### src/rtl/led_gauge_pkg.sv
package led_gauge_pkg;
  localparam int unsigned NUM_SEG = 5;
  localparam int unsigned GG_W    = 4;
  localparam int unsigned GG_MAX  = 15;

  typedef enum logic [1:0] {
    DER_NONE,
    DER_3Q,
    DER_HALF
  } derate_e;
endpackage

### src/rtl/led_gauge_scale.sv
module led_gauge_scale
  import led_gauge_pkg::*;
#(
  parameter int unsigned CNT_W = 16
) (
  input  logic             clk_i,
  input  logic             rst_ni,
  input  logic [2:0]       temp_band_i,
  input  logic [CNT_W-1:0] nac_i,
  output logic [CNT_W-1:0] scaled_o
);
  localparam int unsigned EXT_W = CNT_W + 2;

  logic              cold_q;
  derate_e           derate;
  logic [EXT_W-1:0]  triple;

  // hysteresis: band 3 (0..+4C) keeps the previous decision
  always_ff @(posedge clk_i or negedge rst_ni) begin
    if (!rst_ni)                 cold_q <= 1'b0;
    else if (temp_band_i <= 3'd2) cold_q <= 1'b1;
    else if (temp_band_i >= 3'd4) cold_q <= 1'b0;
  end

  always_comb begin
    if (temp_band_i == 3'd0) derate = DER_HALF;
    else if (cold_q)         derate = DER_3Q;
    else                     derate = DER_NONE;
  end

  assign triple = EXT_W'(nac_i) * EXT_W'(3);

  always_comb begin
    unique case (derate)
      DER_HALF: scaled_o = nac_i >> 1;
      DER_3Q:   scaled_o = CNT_W'(triple >> 2);
      default:  scaled_o = nac_i;
    endcase
  end

  p_cold_hold_r4: assert property (@(posedge clk_i) disable iff (!rst_ni)
    (temp_band_i == 3'd3) |=> $stable(cold_q));

  p_half_band_r4: assert property (@(posedge clk_i) disable iff (!rst_ni)
    (temp_band_i == 3'd0) |-> (scaled_o <= (nac_i >> 1)));
endmodule

### src/rtl/led_gauge_level.sv
module led_gauge_level
  import led_gauge_pkg::*;
#(
  parameter int unsigned CNT_W = 16
) (
  input  logic [CNT_W-1:0]   scaled_i,
  input  logic [CNT_W-1:0]   ref_i,
  output logic [NUM_SEG-1:0] lit_o,
  output logic               low_o,
  output logic [GG_W-1:0]    gauge_o
);
  localparam int unsigned PROD_W = CNT_W + 5;

  logic [PROD_W-1:0] s_ext, r_ext, s5, s16;
  logic [GG_MAX-1:0] ge;

  assign s_ext = PROD_W'(scaled_i);
  assign r_ext = PROD_W'(ref_i);
  assign s5    = s_ext * PROD_W'(5);
  assign s16   = s_ext << 4;
  assign low_o = (s_ext * PROD_W'(10)) < r_ext;

  for (genvar k = 1; k <= NUM_SEG; k++) begin : g_seg
    assign lit_o[k-1] = s5 >= (PROD_W'(k) * r_ext);
  end

  for (genvar g = 1; g <= GG_MAX; g++) begin : g_step
    assign ge[g-1] = s16 >= (PROD_W'(g) * r_ext);
  end

  always_comb begin
    gauge_o = '0;
    for (int g = 1; g <= GG_MAX; g++) begin
      if (ge[g-1]) gauge_o = GG_W'(g);
    end
  end
endmodule

### src/rtl/led_gauge_timing.sv
module led_gauge_timing #(
  parameter int unsigned MUX_PERIOD = 390625,
  parameter int unsigned BLINK_HALF = 15625000,
  parameter int unsigned PB_TICKS   = 500000000
) (
  input  logic clk_i,
  input  logic rst_ni,
  input  logic pb_ni,
  output logic bank_a_o,
  output logic bank_b_o,
  output logic blink_o,
  output logic pb_win_o,
  output logic pb_idle_o
);
  localparam int unsigned SLOT = MUX_PERIOD / 2;
  localparam int unsigned ON   = (MUX_PERIOD * 3) / 10;
  localparam int unsigned PH_W = $clog2(MUX_PERIOD);
  localparam int unsigned BL_W = $clog2(BLINK_HALF);
  localparam int unsigned PB_W = $clog2(PB_TICKS + 1);

  logic [PH_W-1:0] phase_q;
  logic [BL_W-1:0] blink_cnt_q;
  logic            blink_q;
  logic [1:0]      pb_sync_q;
  logic            pb_prev_q;
  logic            pb_fall;
  logic [PB_W-1:0] win_q;

  always_ff @(posedge clk_i or negedge rst_ni) begin
    if (!rst_ni)                                 phase_q <= '0;
    else if (phase_q == PH_W'(MUX_PERIOD - 1))   phase_q <= '0;
    else                                         phase_q <= phase_q + 1'b1;
  end

  assign bank_a_o = phase_q < PH_W'(ON);
  assign bank_b_o = (phase_q >= PH_W'(SLOT)) && (phase_q < PH_W'(SLOT + ON));

  always_ff @(posedge clk_i or negedge rst_ni) begin
    if (!rst_ni) begin
      blink_cnt_q <= '0;
      blink_q     <= 1'b1;
    end else if (blink_cnt_q == BL_W'(BLINK_HALF - 1)) begin
      blink_cnt_q <= '0;
      blink_q     <= ~blink_q;
    end else begin
      blink_cnt_q <= blink_cnt_q + 1'b1;
    end
  end

  assign blink_o = blink_q;

  always_ff @(posedge clk_i or negedge rst_ni) begin
    if (!rst_ni) begin
      pb_sync_q <= 2'b11;
      pb_prev_q <= 1'b1;
    end else begin
      pb_sync_q <= {pb_sync_q[0], pb_ni};
      pb_prev_q <= pb_sync_q[1];
    end
  end

  assign pb_fall   = pb_prev_q & ~pb_sync_q[1];
  assign pb_idle_o = pb_sync_q[1];

  always_ff @(posedge clk_i or negedge rst_ni) begin
    if (!rst_ni)          win_q <= '0;
    else if (pb_fall)     win_q <= PB_W'(PB_TICKS);
    else if (win_q != '0) win_q <= win_q - 1'b1;
  end

  assign pb_win_o = win_q != '0;

  p_pb_window_r5: assert property (@(posedge clk_i) disable iff (!rst_ni)
    pb_fall |=> pb_win_o);

  p_bank_gap_r3: assert property (@(posedge clk_i) disable iff (!rst_ni)
    !(bank_a_o && bank_b_o));
endmodule

### src/rtl/led_gauge.sv
module led_gauge
  import led_gauge_pkg::*;
#(
  parameter int unsigned CNT_W      = 16,
  parameter int unsigned MUX_PERIOD = 390625,
  parameter int unsigned BLINK_HALF = 15625000,
  parameter int unsigned PB_TICKS   = 500000000
) (
  input  logic             clk_i,
  input  logic             rst_ni,
  input  logic [CNT_W-1:0] nac_i,
  input  logic [CNT_W-1:0] lmd_i,
  input  logic [CNT_W-1:0] pfc_i,
  input  logic             abs_mode_i,
  input  logic [2:0]       temp_band_i,
  input  logic             pb_ni,
  input  logic             chg_act_i,
  input  logic             fdis_act_i,
  input  logic             edv_i,
  input  logic             ovr_en_i,
  input  logic [4:0]       ovr_seg_i,
  input  logic             disable_i,
  output logic [4:0]       seg_no,
  output logic [3:0]       gauge_o
);
  logic [CNT_W-1:0]   full_ref;
  logic [CNT_W-1:0]   scaled;
  logic [NUM_SEG-1:0] lit, lit_eff, gate, seg_d, seg_q;
  logic               low;
  logic [GG_W-1:0]    gauge_d, gauge_q;
  logic               bank_a, bank_b, blink, pb_win, pb_idle;
  logic               disp_en;

  assign full_ref = abs_mode_i ? pfc_i : lmd_i;

  led_gauge_scale #(.CNT_W(CNT_W)) u_scale (
    .clk_i       (clk_i),
    .rst_ni      (rst_ni),
    .temp_band_i (temp_band_i),
    .nac_i       (nac_i),
    .scaled_o    (scaled)
  );

  led_gauge_level #(.CNT_W(CNT_W)) u_level (
    .scaled_i (scaled),
    .ref_i    (full_ref),
    .lit_o    (lit),
    .low_o    (low),
    .gauge_o  (gauge_d)
  );

  led_gauge_timing #(
    .MUX_PERIOD (MUX_PERIOD),
    .BLINK_HALF (BLINK_HALF),
    .PB_TICKS   (PB_TICKS)
  ) u_timing (
    .clk_i     (clk_i),
    .rst_ni    (rst_ni),
    .pb_ni     (pb_ni),
    .bank_a_o  (bank_a),
    .bank_b_o  (bank_b),
    .blink_o   (blink),
    .pb_win_o  (pb_win),
    .pb_idle_o (pb_idle)
  );

  assign disp_en = pb_win | (pb_idle & (chg_act_i | fdis_act_i));

  // segment 1 is forced to the blink pattern when near empty
  assign lit_eff = {lit[NUM_SEG-1:1], (edv_i | low) ? blink : lit[0]};

  for (genvar k = 0; k < NUM_SEG; k++) begin : g_gate
    if (k % 2 == 0) begin : g_a
      assign gate[k] = bank_a;
    end else begin : g_b
      assign gate[k] = bank_b;
    end
  end

  always_comb begin
    if (disable_i)     seg_d = '1;
    else if (ovr_en_i) seg_d = ~ovr_seg_i;
    else if (disp_en)  seg_d = ~(lit_eff & gate);
    else               seg_d = '1;
  end

  always_ff @(posedge clk_i or negedge rst_ni) begin
    if (!rst_ni) begin
      seg_q   <= '1;
      gauge_q <= '0;
    end else begin
      seg_q   <= seg_d;
      gauge_q <= gauge_d;
    end
  end

  assign seg_no  = seg_q;
  assign gauge_o = gauge_q;

  p_bank_excl_r3: assert property (@(posedge clk_i) disable iff (!rst_ni)
    !$past(ovr_en_i) |-> !((!seg_no[0] || !seg_no[2] || !seg_no[4]) &&
                           (!seg_no[1] || !seg_no[3])));

  p_disable_dark_r10: assert property (@(posedge clk_i) disable iff (!rst_ni)
    $past(disable_i) |-> (seg_no == 5'h1f));

  p_override_r9: assert property (@(posedge clk_i) disable iff (!rst_ni)
    $past(ovr_en_i && !disable_i) |-> (seg_no == ~$past(ovr_seg_i)));

  p_thermo_r2: assert property (@(posedge clk_i) disable iff (!rst_ni)
    (lit & (lit + 1'b1)) == '0);

  p_full_gauge_r8: assert property (@(posedge clk_i) disable iff (!rst_ni)
    lit[NUM_SEG-1] |=> (gauge_o == 4'd15));
endmodule

### config.mk
export PLATFORM = sky130hd
export DESIGN_NAME = led_gauge
export DESIGN_NICKNAME = d
export VERILOG_FILES = /design/src/rtl/led_gauge_pkg.sv /design/src/rtl/led_gauge_scale.sv /design/src/rtl/led_gauge_level.sv /design/src/rtl/led_gauge_timing.sv /design/src/rtl/led_gauge.sv
export SDC_FILE = /design/constraint.sdc
export NUM_CORES = 1
export LEC_CHECK = 0
export BUFFER_PORTS_ARGS = -buffer_cell sky130_fd_sc_hd__buf_2
export CAP_MARGIN = 20
export CORE_MARGIN = 2
export CORE_UTILIZATION = 35
export DETAILED_ROUTE_END_ITERATION = 7
export PLACE_DENSITY = 0.62
export SYNTH_ARGS = -nofsm -noshare
export SYNTH_HDL_FRONTEND = slang
export SYNTH_SLANG_ARGS = --single-unit
### constraint.sdc
create_clock -name clk_i -period 8.2 [get_ports clk_i]
set_input_delay 1.64 -clock clk_i [delete_from_list [all_inputs] [get_ports clk_i]]
set_output_delay 1.64 -clock clk_i [all_outputs]
set_load 0.1 [all_outputs]
==> After elaboration in Yosys (flattened, before gate mapping) <==
Cells that the tools add are included.
{ "op_classes": {"mul": 14, "eq_ne": 4, "add_sub_neg": 3, "magnitude_cmp": 26, "n_reduce_logical": 5, "bitwise_logic": 10, "muxes": 29} }
{ "op_table": {"columns": ["operator", "count"], "rows": [
  ["greater-or-equal comparator 20 x 21 -> 1 bit", 11],
  ["multiplier 4 x 16 -> 20 bit (first input constant)", 4],
  ["multiplier 3 x 16 -> 19 bit (first input constant)", 4],
  ["two-way mux 29 bit", 2],
  ["two-way mux 4 bit", 14],
  ["multiplier 2 x 16 -> 18 bit (first input constant)", 3],
  ["greater-or-equal comparator 21 bit", 2],
  ["multiplier 16 x 3 -> 19 bit (second input constant)", 2],
  ["one-hot mux 16 bit (2 select lines)", 1],
  ["nonzero test 29 bit", 1],
  ["subtractor 29 x 1 -> 29 bit (second input constant)", 1],
  ["adder 24 x 1 -> 24 bit (second input constant)", 1],
  ["== test 24 bit (second input constant)", 1],
  ["two-way mux 24 bit", 1],
  ["greater-or-equal comparator 21 x 16 -> 1 bit", 1],
  ["greater-or-equal comparator 21 x 17 -> 1 bit", 1],
  ["greater-or-equal comparator 21 x 18 -> 1 bit", 1],
  ["< comparator 21 x 16 -> 1 bit", 1],
  ["greater-or-equal comparator 20 x 16 -> 1 bit", 1],
  ["greater-or-equal comparator 20 x 17 -> 1 bit", 1],
  ["greater-or-equal comparator 20 x 18 -> 1 bit", 1],
  ["greater-or-equal comparator 20 x 19 -> 1 bit", 1],
  ["adder 19 x 1 -> 19 bit (second input constant)", 1],
  ["== test 19 bit (second input constant)", 1],
  ["other kinds (21)", 33]
]} }
{ "word_totals": {"output_inout_bits": 9, "input_bits": 65, "wordCells": 100, "register_bits": 86} }

==> Longest topological paths before layout <==
Gate-level depths: netlist (run 1).
{ "logic_depth": {"ltp_word": 20, "depth_mapped": 28, "mapped_depth_nobuf": 28} }

==> Modules after synthesis <==
A second synthesis (run 1) with hierarchy kept.
{ "unflattened": {"hier_cells": 2297, "area_unflattened_um2": 19837.8} }
{ "modules_own_cells": {"columns": ["mod", "area_each_um2", "cells_each", "instances"], "rows": [
  ["led_gauge_level", 14229.9, 1685, 1],
  ["led_gauge_timing", 3873.7, 400, 1],
  ["led_gauge_scale", 1133.6, 167, 1],
  ["led_gauge", 600.6, 45, 1]
]} }

==> Worst setup path after synthesis (run 1) <==
Ideal clock, no wire load.
{ "synth_timing": {"path_kind": "input-to-reg", "startpoint": "in abs_mode_i", "endpoint": "reg gauge_q[1], in the netlist gauge_o[1]", "t_required_ps": 8074, "path_stages": 22, "slack_ps": 159, "t_arrival_ps": 7916, "path_cell_list": "buf_6 -> buf_1 -> mux2i_1 -> inv_1 -> fa_1 -> fa_1 -> ha_1 -> a21o_1 -> a21o_1 -> a21oi_1 -> o21ai_1 -> a211oi_1 -> o31a_1 -> nand2b_1 -> a21oi_1 -> xor2_1 -> ha_1 -> a2111oi_0 -> a31oi_1 -> nand2b_1 -> or3b_2 -> o311a_1"} }
{ "synth_via": {"elab_chain_len": 16, "elab_cells_between_ends": 40, "classes_between": "mul (11); order compare (14); mux (15)"} }
{ "synth_lines": {"columns": ["item", "line_no", "rtl"], "rows": [
  ["start, declared", "led_gauge.sv:14", "input logic abs_mode_i,"],
  ["two-way mux 16 bit *", "led_gauge.sv:34", "assign full_ref = abs_mode_i ? pfc_i : lmd_i;"],
  ["multiplier 2 x 16 -> 18 bit or greater-or-equal comparator 20 x 17 -> 1 bit (tied branches)", "led_gauge_level.sv:28", "assign ge[g-1] = s16 >= (PROD_W'(g) * r_ext);"],
  ["greater-or-equal comparator 20 x 21 -> 1 bit or two-way mux 4 bit (tied branches)", "led_gauge_level.sv:28, led_gauge_level.sv:34", null],
  ["two-way mux 4 bit (12 in a row)", "led_gauge_level.sv:34", "if (ge[g-1]) gauge_o = GG_W'(g);"],
  ["two-way mux 4 bit *", "led_gauge_level.sv:34", null],
  ["named net gauge_d[1]", "led_gauge.sv:30", "logic [GG_W-1:0] gauge_d, gauge_q;"],
  ["end signal, assigned", "led_gauge.sv:93", "gauge_q <= gauge_d;"],
  ["end, declared", "led_gauge.sv:30", null]
]} }
Mark *: on every way through the listed nets, which the timed path passes. The rest lies on a longest branch.
A chain may end at the register's enable or synchronous reset.

==> Worst setup path in the final report (run 1) <==
{ "layout_timing": {"startpoint": "in nac_i[3]", "endpoint": "reg seg_q[0], in the netlist seg_no[0]"} }
{ "layout_via": {"elab_chain_len": 11, "elab_cells_between_ends": 13, "classes_between": "mul (3); order compare (2); mux (5); bitwise (3)"} }
{ "layout_lines": {"columns": ["item", "line_no", "rtl"], "rows": [
  ["start, declared", "led_gauge.sv:11", "input logic [CNT_W-1:0] nac_i,"],
  ["multiplier 16 x 2 -> 18 bit", "led_gauge_scale.sv:31", "assign triple = EXT_W'(nac_i) * EXT_W'(3);"],
  ["one-hot mux 16 bit (2 select lines) *", "led_gauge_scale.sv:34", "unique case (derate)"],
  ["multiplier 16 x 3 -> 19 bit", "led_gauge_level.sv:19, led_gauge_level.sv:21", null],
  ["< comparator 21 x 16 -> 1 bit", "led_gauge_level.sv:21", "assign low_o = (s_ext * PROD_W'(10)) < r_ext;"],
  ["bitwise OR 1 bit", "led_gauge.sv:70", "assign lit_eff = {lit[NUM_SEG-1:1], (edv_i | low) ? blink : lit[0]};"],
  ["two-way mux 1 bit *", "led_gauge.sv:70", null],
  ["AND 5 bit *", "led_gauge.sv:83", "else if (disp_en) seg_d = ~(lit_eff & gate);"],
  ["inverter 5 bit *", "led_gauge.sv:83", null],
  ["two-way mux 5 bit *", "led_gauge.sv:83", null],
  ["two-way mux 5 bit *", "led_gauge.sv:82", "else if (ovr_en_i) seg_d = ~ovr_seg_i;"],
  ["two-way mux 5 bit *", "led_gauge.sv:81", "if (disable_i) seg_d = '1;"],
  ["named net seg_d[0]", "led_gauge.sv:28", "logic [NUM_SEG-1:0] lit, lit_eff, gate, seg_d, seg_q;"],
  ["end signal, assigned", "led_gauge.sv:92", "seg_q <= seg_d;"],
  ["end, declared", "led_gauge.sv:28", null]
]} }
Marked as above.

==> impl_results.md, run 1 <==
- Run status: complete, no violations
- Syn. warnings: 0
- Unique cell type count in the Yosys netlist: 87
- Drt wl/cell: 18.6 µm
- Max Root-Sink Buffers: 2
- RD Place Congestion: roughly 0.9
- Fin area: around 0.022 mm²
- Minimum setup slack after placement: between 200 and 300 ps
- Clock transition at the register clock pins on the worst setup and hold paths after CTS: 70 ps
- FF+latch count, synth: 86
- Worst-path fanout max: 16
- Post-synthesis sequential area ratio: 11.0%
- Rel. slew slack: between 30% and 40%
- Global route total overflow: 0
- Post-route worst setup slack: around 540 ps
- TritonCTS Buffers: 9
- Number of setup violations in the final report: 0
- Number of enable flip-flop cells after synthesis: 0
- Transition time at the pin with the least slew margin: about 910 ps
- Via count of the first global-routing pass: ~18k
- Vert. Die Dim: 241 µm
- Area growth, synth to finish: 10.1%
- Final net count: between 3k and 4k
- Fraction of final layout cells sized beyond drive strength 1: slightly below 9%
- Core area: around 0.055 mm²
- Total of max-cap violations: 0
- I/O pin count: 74
- Fillers: between 5k and 6k
- Antenna Cells: 0
- Commonest register cell after synthesis: sky130_fd_sc_hd__dfrtp_1
- Total die area: approximately 0.058 mm²
- Number of routed nets with antenna violations: 0
- Final Core Density: around 39%
- Final critical path time including I/O delays and setup: around 7700 ps
- Total iterations of the first detailed-routing run: 5
- Overall die width: about 240 µm
- Critical path type: in2reg
- Maximum clock frequency: between 100 and 150 MHz
- Routed wl met3: 1760 µm
- Hold Path Stages: 0
- Max-slew violation total from the final report: 0
- Site Rows: 86
- Largest vdd supply drop: 97.6 µV
- Clock Skew: between 10 and 15 ps
- Clock latency of the later-clocked register in the worst-skew pair: about 350 ps
- Overall via count from detail_route: 17.8k
- Number of cells produced by synthesis: ~2.3k
- Critical Path Sink Type: flop
- Uppermost routed layer: met4
- Met2 wirelength from detailed routing: 28700 µm
- Cell area reported after detailed placement: around 0.021 mm²
- First-pass GRT wire length: between 90000 and 100000 µm
- CTS Root Cell: sky130_fd_sc_hd__clkbuf_16
- Setup repair after global routing missed its margin: no
- Arrival time worst endpoint: between 7000 and 8000 ps
- CTS hold repair buffers: 0
- Total wire length: between 50000 and 60000 µm
- Htree depth: 3
- Summed instance area of the synthesized netlist: about 0.02 mm²
- Worst-case hold path end point: u_timing.pb_sync_q[1]$_DFF_PN1_
- I/O Buffers: 73
- Hold Crit Class: reg2reg
- Worst Hold Slack: between 300 and 400 ps
- Leakage power: 10.6 nW
- Mean Syn Cell Area: roughly 8.6 µm²
- Worst setup slack for register-to-register paths: ~2500 ps
- CTS tree: built
- Sink count of the clock tree: 86
- Post-Route M1 WL: ~26000 µm
- Overall Global Routing Usage: between 20% and 30%
- Startpoint of the worst-slack reg-to-reg timing path: u_scale.cold_q$_DFFE_PN0P_
- Data required, critical path: between 8000 and 9000 ps
- Number of gates resized after CTS: 0
- Reg-to-reg critical path endpoint: seg_no[0]$_DFF_PN1_
- Final total negative setup slack: 0 ps
- Synthesized netlist net count: a little under 3k
- Postcts setup bufs: 0
- Startpoint kind of the worst setup timing path: input port
- Largest net degree at the start of global routing: 72
- Antenna violations before repair: 0
- Hpwl dp: slightly below 50000 µm
- Hold path startpoint: u_timing.pb_sync_q[0]$_DFF_PN1_
- Final critical-path share of the clock period: a little over 90%
- Power per cell area: between 200 and 300 mW/mm²
- Drc violations: 0
- Initial Util: between 30% and 40%
- DRC marker count from the first detailed-route iteration: a little over 900
- Reg2Reg Depth: 23
- Post-synth ARST share: 100%
- Vias/cell: roughly 5.6
- Count of endpoints failing hold in the final timing report: 0
## metrics by stage
stage	cells	power, mW
after CTS	3157	5.41
after detailed placement	3141	4.92
after floorplan	2293	3.69
final	3158	5.43
after global placement	3141	4.74
after global routing	3158	6.01
## cell usage in the layout, fill, tap and decap left out, types with 16 or more instances in the layout
master and instances:
sky130_fd_sc_hd__ha_1 510, sky130_fd_sc_hd__inv_1 190, sky130_fd_sc_hd__a21oi_1 168, sky130_fd_sc_hd__nor2_1 140, sky130_fd_sc_hd__nand2_1 133, sky130_fd_sc_hd__xnor2_1 104
sky130_fd_sc_hd__o21ai_0 101, sky130_fd_sc_hd__a21o_1 78, sky130_fd_sc_hd__dfrtp_1 77, sky130_fd_sc_hd__fa_1 76, sky130_fd_sc_hd__buf_2 72, sky130_fd_sc_hd__nand3_1 64
sky130_fd_sc_hd__xor2_1 62, sky130_fd_sc_hd__nor3_1 49, sky130_fd_sc_hd__buf_4 48, sky130_fd_sc_hd__nand4_1 33, sky130_fd_sc_hd__nand2b_1 32, sky130_fd_sc_hd__nor2b_1 32
sky130_fd_sc_hd__o21a_1 31, sky130_fd_sc_hd__a31oi_1 27, sky130_fd_sc_hd__and3_1 25, sky130_fd_sc_hd__a211oi_1 21, sky130_fd_sc_hd__mux2i_1 19, sky130_fd_sc_hd__or3_1 16
sky130_fd_sc_hd__o211ai_1 16, sky130_fd_sc_hd__o31ai_1 16
## worst max-delay path: stages
cell and delay (ps):
sky130_fd_sc_hd__buf_2 130, sky130_fd_sc_hd__ha_1 360, sky130_fd_sc_hd__o211ai_1 180, sky130_fd_sc_hd__a21oi_1 80
sky130_fd_sc_hd__or2_2 300, sky130_fd_sc_hd__a21o_1 180, sky130_fd_sc_hd__a21oi_1 190, sky130_fd_sc_hd__xnor2_1 140
sky130_fd_sc_hd__mux2i_1 100, sky130_fd_sc_hd__o21ai_2 140, sky130_fd_sc_hd__buf_4 340, sky130_fd_sc_hd__ha_1 300
sky130_fd_sc_hd__ha_1 340, sky130_fd_sc_hd__and3_1 170, sky130_fd_sc_hd__o311ai_0 250, sky130_fd_sc_hd__and2_1 250
sky130_fd_sc_hd__nor2b_1 140, sky130_fd_sc_hd__xnor2_1 710, sky130_fd_sc_hd__ha_1 250, sky130_fd_sc_hd__nand4_1 100
sky130_fd_sc_hd__nor2_1 170, sky130_fd_sc_hd__nand3_1 150, sky130_fd_sc_hd__a21oi_1 350, sky130_fd_sc_hd__o21ai_0 130
sky130_fd_sc_hd__a31oi_1 230, sky130_fd_sc_hd__mux2_2 360, sky130_fd_sc_hd__o31ai_1 220
## final cells by class
type                            instances  area (µm²)  share of cell area (%)
Inverter                              190         713                    3.29
Tap cell                              748         936                    4.32
Timing Repair Buffer                  120         721                    3.32
Multi-Input combinational cell       1998       16800                    77.6
Sequential cell                        86        2160                    9.98
Clock inverter                          4        77.6                   0.358
Clock buffer                           12         256                    1.18
## how the worst max path moves through the flow
| stage | startpoint | cells after the start | slack, ps | end |
|---|---|---|---|---|
| 3_5_place_dp | nac_i[3] | 27 | 280 | seg_no[0]$_DFF_PN1_ |
| 6_report | nac_i[3] | 27 | 540 | seg_no[0]$_DFF_PN1_ |
| 4_1_cts | nac_i[3] | 27 | 620 | seg_no[0]$_DFF_PN1_ |
| 3_3_place_gp | nac_i[3] | 27 | 330 | seg_no[0]$_DFF_PN1_ |
| 5_1_grt | nac_i[3] | 27 | 330 | seg_no[0]$_DFF_PN1_ |
| 2_1_floorplan | abs_mode_i | 22 | 160 | gauge_o[1]$_DFF_PN0_ |
## sequential cells by signal, indices dropped and copies added (netlist names)
register,cells
u_timing.blink_cnt_q,24
u_timing.pb_sync_q,2
u_timing.phase_q,19
u_scale.cold_q,1
u_timing.blink_o,1
u_timing.win_q,29
u_timing.pb_prev_q,1
gauge_o,4
seg_no,5
## synthesized netlist by cell type, drive strengths merged (5+ instances only)
cell type / n / share of area [%]
a2111oi: 16 / 0.74
a211o: 13 / 0.58
a211oi: 21 / 0.80
a21boi: 8 / 0.30
a21o: 78 / 3.0
a21oi: 172 / 4.4
a311oi: 5 / 0.22
a31o: 8 / 0.36
a31oi: 27 / 0.86
and2: 11 / 0.35
and3: 25 / 0.79
and4: 8 / 0.36
buf: 5 / 0.14
clkbuf: 14 / 0.27
dfrtp: 77 / 9.8
dfstp: 9 / 1.2
fa: 76 / 7.7
ha: 510 / 32
inv: 190 / 3.6
mux2i: 28 / 1.5
nand2: 133 / 2.5
nand2b: 32 / 1.0
nand3: 66 / 1.7
nand4: 34 / 1.1
nand4b: 5 / 0.22
nor2: 141 / 2.7
nor2b: 32 / 1.0
nor3: 52 / 1.4
nor3b: 6 / 0.23
nor4: 19 / 0.67
nor4b: 5 / 0.25
o2111ai: 12 / 0.53
o211ai: 16 / 0.61
o21a: 32 / 1.2
o21ai: 123 / 3.1
o21bai: 13 / 0.50
o31ai: 16 / 0.61
or2: 15 / 0.48
or3: 17 / 0.57
or4: 6 / 0.29
xnor2: 104 / 4.6
xor2: 62 / 2.8
## power breakdown
part / switching [mW] / leakage [nW] / internal, mW / total (mW)
logic: 2.64 / 9.34 / 1.84 / 4.48
registers: 0.0287 / 1.05 / 0.460 / 0.488
clock network: 0.171 / 0.163 / 0.285 / 0.456
## cells by family (layout without fill, tap and decap cells)
kind of cell	Yosys count	in the layout	share of synthesized area, %
adders and majority gates	586	586	40.1
and+or+nand+nor	618	618	16.2
buffers and inverters	209	326	4.03
xor gates and xnor gates	166	166	7.38
AOI/OAI and AO/OA	597	597	19.6
DFF	86	86	11.0
muxes	31	31	1.66
## metal layers
metal,vias up,global-route usage [%]
met5,-,0
met4,0,6.98
met3,112,1.83
met2,348,36.8
met1,8649,24.9
li1,8670,-
Note: power is estimated with default switching activity, not from simulation.
==> inputs of run 2 (changes only) <==
--- a/config.mk
+++ b/config.mk
@@ -5,6 +5,7 @@
 export SDC_FILE = /design/constraint.sdc
 export NUM_CORES = 1
 export LEC_CHECK = 0
+export ABC_AREA = 1
 export BUFFER_PORTS_ARGS = -buffer_cell sky130_fd_sc_hd__buf_2
 export CAP_MARGIN = 20
 export CORE_MARGIN = 2
==> impl_results.md, run 2 <==
- Vias/cell: ~5.2
- Data required, critical path: roughly 8500 ps
- DRC marker count from the first detailed-route iteration: 885
- Largest net degree at the start of global routing: between 70 and 80
- Area growth, synth to finish: 9.86%
- Minimum setup slack after placement: between 500 and 600 ps
- Area share of the leading cell type in the synthesized netlist: about a third
- Total of max-cap violations: 0
- Post-Route M1 WL: approximately 27000 µm
- Number of placed instances with taps included: between 3k and 4k
- Most numerous cell in the Yosys netlist: sky130_fd_sc_hd__ha_1
- Mean Syn Cell Area: ~7.4 µm²
- Clock latency of the later-clocked register in the worst-skew pair: ~340 ps
- Launch point of the worst path: nac_i[1]
- Sequential cell area: roughly 0.0022 mm²
- Cell type of the slowest stage on the worst timing path: sky130_fd_sc_hd__o41ai_1
- Arrival time worst endpoint: 7520 ps
- Worst setup slack for register-to-register paths: between 2000 and 2500 ps
- Buffers and inverters on the worst path: 6
- Postcts setup bufs: 0
- Global route total overflow: 0
- Max Root-Sink Buffers: 2
- Number of cells produced by synthesis: approximately 2.7k
- Cell type group with the largest total delay on the critical path: compound AO/OA/AOI/OAI gates
- Final critical path time including I/O delays and setup: 7260 ps
- Area contributors post-synth: sky130_fd_sc_hd__ha_1 (32%), sky130_fd_sc_hd__dfrtp_1 (9.5%), sky130_fd_sc_hd__nand2_1 (9.0%)
- Startpoint of the worst-slack reg-to-reg timing path: u_scale.cold_q$_DFFE_PN0P_
- Initial Util: roughly a third
- Antenna Cells: 0
- Rel. slew slack: around 36%
- Worst Hold Slack: 355 ps
- Run status: complete, no violations
- CTS hold repair buffers: 0
- Levels on crit path: 32
- CTS Root Cell: sky130_fd_sc_hd__clkbuf_16
- Clock Skew: 12.0 ps
- Final net count: between 3k and 4k
- TritonCTS Buffers: 9
- Reg-to-reg critical path endpoint: seg_no[3]$_DFF_PN1_
- Via count of the first global-routing pass: between 15k and 20k
- Worst-path fanout max: 16
- Post-synthesis sequential area ratio: between 10% and 20%
- Synthesized netlist net count: between 3k and 4k
- Register containing the most flip-flops in the final layout: u_timing.win_q
- Hpwl dp: roughly 49000 µm
- Total die area: between 0.05 and 0.06 mm²
- Fin area: 0.0222 mm²
- Power per cell area: approximately 250 mW/mm²
- Library cell occupying the most area in the post-synthesis netlist: sky130_fd_sc_hd__ha_1
- Non-filler instance count after layout: about 3.6k
- Routed wl met3: between 2000 and 2500 µm
- Most common cell after layout, fill and taps aside: sky130_fd_sc_hd__ha_1
- Post-route worst setup slack: roughly 940 ps
- Hold Crit Class: reg2reg
- Commonest register cell after synthesis: sky130_fd_sc_hd__dfrtp_1
- Overall via count from detail_route: around 19k
- Startpoint kind of the worst setup timing path: input port
- I/O Buffers: 73
- Number of routed nets with antenna violations: 0
- Endpoint of the most critical setup path: seg_no[3]$_DFF_PN1_
- Syn. warnings: 0
- Critical Path Sink Type: flop
- Vert. Die Dim: around 240 µm
- Drt wl/cell: 16.4 µm
- FF+latch count, synth: 86
- Critical path type: in2reg
- Met2 wirelength from detailed routing: 27400 µm
- Htree depth: 3
- Synth cell count leaders: sky130_fd_sc_hd__ha_1 (510), sky130_fd_sc_hd__nand2_1 (487), sky130_fd_sc_hd__inv_1 (387)
- Number of enable flip-flop cells after synthesis: 0
- Transition time at the pin with the least slew margin: around 950 ps
- Final total negative setup slack: 0 ps
- Total wire length: about 60000 µm
- Summed instance area of the synthesized netlist: 0.0202 mm²
- Post-synth ARST share: 100%
- Final critical-path share of the clock period: between 80% and 90%
- Unique cell type count in the Yosys netlist: 67
- Maximum clock frequency: approximately 140 MHz
- I/O pin count: 74
- Setup repair after global routing missed its margin: no
- Uppermost routed layer: met4
- Site Rows: roughly 90
- Total iterations of the first detailed-routing run: 5
- Clock transition at the register clock pins on the worst setup and hold paths after CTS: 60 ps
- Number of flip-flops in the largest register: 29
- Drc violations: 0
- Number of setup violations in the final report: 0
- Leakage power: ~11 nW
- Most used cells in the layout excluding fill and tap cells: sky130_fd_sc_hd__ha_1 (510), sky130_fd_sc_hd__nand2_1 (487), sky130_fd_sc_hd__inv_1 (387)
- Cell occurring most often along the worst timing path: sky130_fd_sc_hd__nand2_1
- Sink count of the clock tree: 86
- Reg2Reg Depth: 27
- Overall Global Routing Usage: around a fifth
- Cell area reported after detailed placement: 0.0219 mm²
- Max-slew violation total from the final report: 0
- Design Power: about 5.5 mW
- Largest vdd supply drop: 129 µV
- Core area: between 0.05 and 0.06 mm²
- Biggest regs: u_timing.win_q (29), u_timing.blink_cnt_q (24), u_timing.phase_q (19)
- Multi-input combinational cell area: around 0.017 mm²
- Fillers: around 6.1k
- Antenna violations before repair: 0
- First-pass GRT wire length: between 90000 and 100000 µm
- Number of gates resized after CTS: 0
- CTS tree: built
- Overall die width: around 240 µm
- Final Core Density: between 30% and 40%
- CP max stage delay: 630 ps
- RD Place Congestion: ~0.9
- Count of endpoints failing hold in the final timing report: 0
- Fraction of final layout cells sized beyond drive strength 1: between 7 and 8%
-- run 2: cell types whose count changed after synthesis, moves of 54 or more --
| cell | delta |
|---|---|
| sky130_fd_sc_hd__a21oi_1 | +96 |
| sky130_fd_sc_hd__inv_1 | +197 |
| sky130_fd_sc_hd__nor2_1 | +55 |
| sky130_fd_sc_hd__nand2_1 | +354 |
| sky130_fd_sc_hd__a21o_1 | -67 |
| sky130_fd_sc_hd__xnor2_1 | -54 |
-- run 2: layer usage --
| metal | up-vias | track usage (%) |
|---|---|---|
| met5 | - | 0 |
| met4 | 0 | 7.34 |
| met2 | 364 | 34.0 |
| met1 | 8799 | 26.3 |
| li1 | 9631 | - |
| met3 | 100 | 1.46 |
-- run 2: final cells by class --
cell class	instances	share of cell area [%]
Clock buffer	11	1.09
Inverter	415	7.01
Multi-Input combinational cell	2228	74.4
Clock inverter	5	0.478
Timing Repair Buffer	111	3.03
Tap cell	765	4.31
Sequential cell	86	9.73
-- run 2: kinds of logic after synthesis --
| group | synth area share, % |
|---|---|
| xor+xnor | 5.32 |
| flops | 10.7 |
| fa+ha+maj | 39.1 |
| compound gates | 16.1 |
| simple gates | 20.9 |
| buf+inv | 7.85 |
-- run 2: how the worst min path moves through the flow --
| stage | from | endpoint | slack, ps | depth (start not counted) |
|---|---|---|---|---|
| final | u_timing.pb_sync_q[0]$_DFF_PN1_ | u_timing.pb_sync_q[1]$_DFF_PN1_ | 360 | 0 |
| after detailed placement | u_timing.pb_sync_q[0]$_DFF_PN1_ | u_timing.pb_sync_q[1]$_DFF_PN1_ | 350 | 0 |
| after CTS | u_timing.pb_sync_q[0]$_DFF_PN1_ | u_timing.pb_sync_q[1]$_DFF_PN1_ | 360 | 0 |
| after global placement | u_timing.pb_sync_q[0]$_DFF_PN1_ | u_timing.pb_sync_q[1]$_DFF_PN1_ | 350 | 0 |
| after global routing | u_timing.pb_sync_q[0]$_DFF_PN1_ | u_timing.pb_sync_q[1]$_DFF_PN1_ | 360 | 0 |
| after floorplan | u_timing.pb_sync_q[0]$_DFF_PN1_ | u_timing.pb_sync_q[1]$_DFF_PN1_ | 350 | 0 |
-- run 2: worst register-to-register path: stages, from the launching register on --
cell                       delay (ps)
sky130_fd_sc_hd__dfrtp_1          420
sky130_fd_sc_hd__nor2_1           550
sky130_fd_sc_hd__inv_2            250
sky130_fd_sc_hd__or2_2            330
sky130_fd_sc_hd__o221ai_1          80
sky130_fd_sc_hd__inv_1            120
sky130_fd_sc_hd__ha_1             330
sky130_fd_sc_hd__ha_1             350
sky130_fd_sc_hd__a21oi_1          160
sky130_fd_sc_hd__nand2_1           90
sky130_fd_sc_hd__a21oi_1          140
sky130_fd_sc_hd__o21ai_0          200
sky130_fd_sc_hd__a21o_1           210
sky130_fd_sc_hd__a21oi_1          200
sky130_fd_sc_hd__nor2_1            70
sky130_fd_sc_hd__o22ai_1          210
sky130_fd_sc_hd__o21ai_0          140
sky130_fd_sc_hd__xor2_1           550
sky130_fd_sc_hd__ha_1             240
sky130_fd_sc_hd__nand2_1           60
sky130_fd_sc_hd__nor2_1           190
sky130_fd_sc_hd__nand4_1          110
sky130_fd_sc_hd__o41ai_1          630
sky130_fd_sc_hd__o21ai_1          110
sky130_fd_sc_hd__nand3b_1         120
sky130_fd_sc_hd__nand2_1           60
sky130_fd_sc_hd__nand2_1           70
sky130_fd_sc_hd__nand2_1           50
-- run 2: power breakdown --
group | leakage [nW] | internal, mW | switching (mW) | total [mW]
logic | 10.1 | 1.77 | 2.82 | 4.59
registers | 1.05 | 0.458 | 0.0278 | 0.486
clock network | 0.166 | 0.307 | 0.166 | 0.473
total | 11.4 | 2.53 | 3.01 | 5.54
